File: src/rtl/tokring_pkg.sv
package tokring_pkg;
   typedef enum logic [0:0] {
      BUS_MUX = 1'b0,
      BUS_OR  = 1'b1
   } bus_mode_e;
endpackage

File: src/rtl/tokring_fifo.sv
module tokring_fifo #(
   parameter int DATA_W = 8,
   parameter int DEPTH  = 16
) (
   input  logic              clk,
   input  logic              rst_n,
   input  logic              push,
   input  logic [DATA_W-1:0] push_data,
   input  logic              push_last,
   input  logic              pop,
   output logic [DATA_W-1:0] head_data,
   output logic              head_last,
   output logic              empty,
   output logic              full
);
   localparam int AW = $clog2(DEPTH);
   localparam int EW = DATA_W + 1;

   logic [EW-1:0] mem [DEPTH];
   logic [AW:0]   wr_q, rd_q;

   initial begin
      if (DEPTH < 2 || (DEPTH & (DEPTH - 1)) != 0)
         $error("tokring_fifo: DEPTH must be a power of two >= 2");
      if (DATA_W < 1)
         $error("tokring_fifo: DATA_W must be >= 1");
   end

   assign empty = (wr_q == rd_q);
   assign full  = (wr_q[AW-1:0] == rd_q[AW-1:0]) && (wr_q[AW] != rd_q[AW]);
   assign {head_last, head_data} = mem[rd_q[AW-1:0]];

   always_ff @(posedge clk) begin
      if (push) mem[wr_q[AW-1:0]] <= {push_last, push_data};
   end

   always_ff @(posedge clk or negedge rst_n) begin
      if (!rst_n) begin
         wr_q <= '0;
         rd_q <= '0;
      end else begin
         if (push) wr_q <= wr_q + 1'b1;
         if (pop)  rd_q <= rd_q + 1'b1;
      end
   end
endmodule

File: src/rtl/tokring_permit.sv
module tokring_permit #(
   parameter bit START_HOLDER = 1'b0
) (
   input  logic clk,
   input  logic rst_n,
   input  logic tok_in,
   input  logic send,
   input  logic send_last,
   output logic permit,
   output logic tok_out
);
   logic release_now;

   assign release_now = send && send_last;
   assign tok_out     = release_now;

   always_ff @(posedge clk or negedge rst_n) begin
      if (!rst_n) permit <= START_HOLDER;
      else        permit <= tok_in || (permit && !release_now);
   end
endmodule

File: src/rtl/tokring_gate.sv
module tokring_gate #(
   parameter int                    DATA_W   = 8,
   parameter tokring_pkg::bus_mode_e BUS_MODE = tokring_pkg::BUS_OR
) (
   input  logic              drive,
   input  logic [DATA_W-1:0] src_data,
   input  logic              src_last,
   output logic [DATA_W-1:0] bus_data,
   output logic              bus_last
);
   generate
      if (BUS_MODE == tokring_pkg::BUS_OR) begin : g_or
         assign bus_data = src_data & {DATA_W{drive}};
         assign bus_last = src_last & drive;
      end else begin : g_mux
         assign bus_data = src_data;
         assign bus_last = src_last;
      end
   endgenerate
endmodule

File: src/rtl/tokring_out_arb.sv
module tokring_out_arb #(
   parameter int                     DATA_W       = 8,
   parameter int                     DEPTH        = 16,
   parameter bit                     START_HOLDER = 1'b0,
   parameter tokring_pkg::bus_mode_e BUS_MODE     = tokring_pkg::BUS_OR
) (
   input  logic              clk,
   input  logic              rst_n,
   input  logic              in_valid,
   input  logic [DATA_W-1:0] in_data,
   input  logic              in_last,
   output logic              in_ready,
   input  logic              tok_in,
   output logic              tok_out,
   output logic              out_valid,
   output logic [DATA_W-1:0] out_data,
   output logic              out_last
);
   logic              q_empty, q_full, permit_q, send;
   logic [DATA_W-1:0] head_data;
   logic              head_last;

   assign in_ready  = !q_full;
   assign send      = permit_q && !q_empty;
   assign out_valid = send;

   tokring_fifo #(.DATA_W(DATA_W), .DEPTH(DEPTH)) u_fifo (
      .clk(clk), .rst_n(rst_n),
      .push(in_valid && !q_full), .push_data(in_data), .push_last(in_last),
      .pop(send), .head_data(head_data), .head_last(head_last),
      .empty(q_empty), .full(q_full)
   );

   tokring_permit #(.START_HOLDER(START_HOLDER)) u_permit (
      .clk(clk), .rst_n(rst_n), .tok_in(tok_in),
      .send(send), .send_last(head_last),
      .permit(permit_q), .tok_out(tok_out)
   );

   tokring_gate #(.DATA_W(DATA_W), .BUS_MODE(BUS_MODE)) u_gate (
      .drive(send), .src_data(head_data), .src_last(head_last),
      .bus_data(out_data), .bus_last(out_last)
   );
endmodule

File: config.mk
export PLATFORM = sky130hd
export DESIGN_NAME = tokring_out_arb
export DESIGN_NICKNAME = d
export VERILOG_FILES = /design/src/rtl/tokring_pkg.sv /design/src/rtl/tokring_fifo.sv /design/src/rtl/tokring_permit.sv /design/src/rtl/tokring_gate.sv /design/src/rtl/tokring_out_arb.sv
export SDC_FILE = /design/constraint.sdc
export NUM_CORES = 1
export LEC_CHECK = 0
export ABC_AREA = 1
export BUFFER_PORTS_ARGS = -buffer_cell sky130_fd_sc_hd__buf_2
export CORE_MARGIN = 10
export CORE_UTILIZATION = 50
export CTS_CLUSTER_SIZE = 24
export DETAILED_ROUTE_END_ITERATION = 8
export PLACE_DENSITY = 0.71
export SLEW_MARGIN = 40
export SYNTH_ARGS = -nofsm -noshare
export SYNTH_HDL_FRONTEND = slang
export SYNTH_HIERARCHICAL = 1
export SYNTH_SLANG_ARGS = --single-unit
File: constraint.sdc
create_clock -name clk -period 2.8 [get_ports clk]
set_input_delay 0.56 -clock clk [delete_from_list [all_inputs] [get_ports clk]]
set_output_delay 0.56 -clock clk [all_outputs]
set_load 0.05 [all_outputs]
==> results.cfg <==
[place]
pre_cts_ws_ps = 471.5
gpl.final_weighted_congestion = 0.9079
placed_area_sq_mm = 0.007415
post-dp-hpwl_um = 10130
port_buffers = 24

[timing]
finalHoldViolCount = 0
min_period_ps = 2678
final-setup-viol-count = 0
timing.setup.tns_ps = 0
clock.fmax_mhz = 373.4
portion_of_the_clock_cycle_consumed_by_the_worst_path_in_the_final_layout_pct = 95.64
max_slew_margin_pct = 72.24
final_critical_path_setup_slack_ps = 122.1
final.setup_skew_ps = 6.123
tightestPinTransition_ps = 416.3
final_report_max_slew_violation_count = 0

[clock_network]
worstSkewPairLatency_ps = 420
tritoncts = yes
tritoncts.num_buffers = 17
clkSinkCount = 155
cts-root-buf = sky130_fd_sc_hd__clkbuf_16
clock_transition_time_at_the_flip_flop_clock_pins_of_the_worst_setup_and_hold_paths_ps = 60
clock_path_buffers = 2
cts-htree-levels = 4

[drt]
drt_drc_violations_left = 0
drt_wl_total_um = 16320
drt_first_pass_iters = 7
number_of_drc_markers_after_the_initial_detailed_route_iteration = 589
wl_per_cell_um = 17.09
drtAntennaViolNets = 0
detail_route.vias_per_cell = 5.107
detailroute.via_count = 4877

[synth]
synth.largest_area_cell = sky130_fd_sc_hd__edfxtp_1
number_of_distinct_library_cells_after_synthesis = 19
synth.yosys.seq_area_share_pct = 65.85
synth_top_area_share_pct = 61.91
synth.net_count = 734
synthesis.area_sq_mm = 0.006984
yosys_warnings = 6
synth_area_per_cell_sq_um = 9.754
post_synth_main_area_contributors = sky130_fd_sc_hd__edfxtp_1, sky130_fd_sc_hd__nand2_1, sky130_fd_sc_hd__inv_1
syn_inst = 716
synth_seq_cells = 155

[power]
p_leak_uw = 0.003740
p_sw_uw = 3684
power.ir.vdd_worst_uv = 1157
pwr_density_cell_mw_per_mm2 = 1128
power.share.combinational_pct = 41.8
power.switching_fraction_pct = 40.25
p_int_uw = 5469
share_clk_of_total_power_pct = 25.6
pwr-share-seq_pct = 32.6

[setup_path]
critPathLaunchType = flop
regToRegEndpoint = u_fifo/mem[10][2]$_DFFE_PP_
cp_data_arrival_time_ps = 2120
reg2reg_depth = 8
cp_data_required_time_ps = 2240
worstSetupPathType = flop to output port
regToRegSetupSlack_ps = 490
r2r_start = u_fifo/rd_q[0]$_DFFE_PN0P_
setup.worst_path.end_class = output port
worst-path-max-fanout = 10

[floorplanning]
die_area_sq_mm = 0.01910
fp.dieW_um = 138.2
design.portCount = 25
die_height_um = 138.2
core_area_sq_mm = 0.01377
num_rows = 43
initial_utilization_pct = 50.71

[hold_path]
hold_path.class = primary input to asynchronous set/reset pin

[run_status]
status = finished clean

[cells_and_area]
area_delta_synth_final_pct = 16.16
nNetsFinal = 780
finish.instance_area_sq_mm = 0.008113
drive_above_1_share_pct = 11.35
mostFrequentLayoutCell = sky130_fd_sc_hd__nand2_1
final_core_util_pct = 58.90
num_antenna_cells = 0
most-common-layout-cells = sky130_fd_sc_hd__nand2_1, sky130_fd_sc_hd__inv_1, sky130_fd_sc_hd__edfxtp_1, sky130_fd_sc_hd__nand3_1, sky130_fd_sc_hd__buf_4

[global_routing]
use_met2_pct = 26.13
grt_pass1_wl_um = 25190
grt_busiest_layer = met2
grt_antenna_before_repair = 0
grt_usage_pct = 16.52
met1_capacity_usage_during_global_routing_pct = 21.84
first_global_vias = 4743
global_route.overflow_total = 0
grt_util_met3_pct = 2.774
grt_max_degree = 73

[flow_run]
maxCapViolations = 0
[cells in the mapped netlist]
| library cell | instances |
|---|---|
| sky130_fd_sc_hd__nand3_1 | 90 |
| sky130_fd_sc_hd__nor2_1 | 20 |
| sky130_fd_sc_hd__buf_4 | 4 |
| sky130_fd_sc_hd__clkinv_1 | 2 |
| sky130_fd_sc_hd__buf_2 | 16 |
| sky130_fd_sc_hd__nor2_2 | 2 |
| sky130_fd_sc_hd__inv_1 | 154 |
| sky130_fd_sc_hd__buf_6 | 1 |
| sky130_fd_sc_hd__nand4_1 | 3 |
| sky130_fd_sc_hd__o21ai_0 | 2 |
| sky130_fd_sc_hd__xor2_1 | 9 |
| sky130_fd_sc_hd__inv_2 | 3 |
| sky130_fd_sc_hd__clkbuf_1 | 5 |
| sky130_fd_sc_hd__ha_1 | 5 |
| sky130_fd_sc_hd__dfrtp_1 | 11 |
| sky130_fd_sc_hd__buf_1 | 1 |
| sky130_fd_sc_hd__edfxtp_1 | 144 |
| sky130_fd_sc_hd__xnor2_1 | 4 |
| sky130_fd_sc_hd__nand2_1 | 240 |
[layer usage]
layer  vias to the layer above  wire length [um]
li1                       2320                 -
met5                         -                 0
met1                      2284              6996
met2                       236              7664
met4                         0               397
met3                        37              1259
[per-stage QoR]
stage / hold slack, ps / cells / total power (uW)
2_1_floorplan: 264.4 / 716 / 5565
3_3_place_gp: 448.0 / 920 / 6492
3_5_place_dp: 457.8 / 920 / 6555
4_1_cts: 14.71 / 952 / 8903
5_1_grt: 19.94 / 955 / 9640
6_report: 12.71 / 955 / 9153
[flip-flops by register name, summed over array words and instances (netlist names)]
register         flops
u_fifo/rd_q          5
u_fifo/mem         144
u_fifo/wr_q          5
u_permit/permit      1
[power by group through the flow]
stage / registers (uW) / clock network, uW / logic [uW]
global route: 3010 / 2470 / 4160
CTS: 2980 / 2370 / 3560
finish: 2980 / 2350 / 3830
floorplan: 2980 / 0 / 2590
global placement: 3010 / 0 / 3480
detailed placement: 3020 / 0 / 3540
[logic make-up after synthesis]
| family | synth area share [%] |
|---|---|
| adders and majority gates | 0.8957 |
| AOI/OAI and AO/OA | 0.1433 |
| xor gates and xnor gates | 1.630 |
| DFF | 65.85 |
| and+or+nand+nor | 20.87 |
| buffers and inverters | 10.61 |
[critical path: stages, from the launching register on]
cell                       delay (ps)
sky130_fd_sc_hd__dfrtp_1          450
sky130_fd_sc_hd__buf_4            220
sky130_fd_sc_hd__nor2_1           120
sky130_fd_sc_hd__buf_4            180
sky130_fd_sc_hd__nand2_1           70
sky130_fd_sc_hd__nand2_1           60
sky130_fd_sc_hd__inv_1             60
sky130_fd_sc_hd__nand2_1          140
sky130_fd_sc_hd__nand2_1          120
sky130_fd_sc_hd__inv_1             70
sky130_fd_sc_hd__clkbuf_4         220
[worst max path at each step]
| stage | startpoint | slack, ps | endpoint | depth (start not counted) |
|---|---|---|---|---|
| global placement | u_fifo/rd_q[1]$_DFFE_PN0P_ | 560 | tok_out | 9 |
| CTS | u_fifo/rd_q[1]$_DFFE_PN0P_ | 10 | out_data[3] | 11 |
| finish | u_fifo/rd_q[2]$_DFFE_PN0P_ | 120 | tok_out | 10 |
| detailed placement | u_fifo/rd_q[0]$_DFFE_PN0P_ | 470 | tok_out | 12 |
| global route | u_fifo/rd_q[0]$_DFFE_PN0P_ | -20 | out_data[1] | 9 |
| floorplan | u_fifo/rd_q[0]$_DFFE_PN0P_ | 60 | out_data[0] | 9 |
[final cells by class]
class / count / area [sq um]
fillers: 1142 / 5660
flip-flops and latches: 155 / 4601
multi-input cells: 375 / 1644
inverters: 159 / 600.6
repair buffers: 54 / 434.2
clock buffers: 19 / 432.9
well taps: 180 / 225.2
clock inverters: 13 / 175.2
[timing repair]
item / in CTS / in global routing
setup buffers: 0 / 1
hold buffers: 0 / 0
resized for setup: 0 / 16
setup endpoints to repair: 0 / 10
Power figures use the tool's default switching activity.
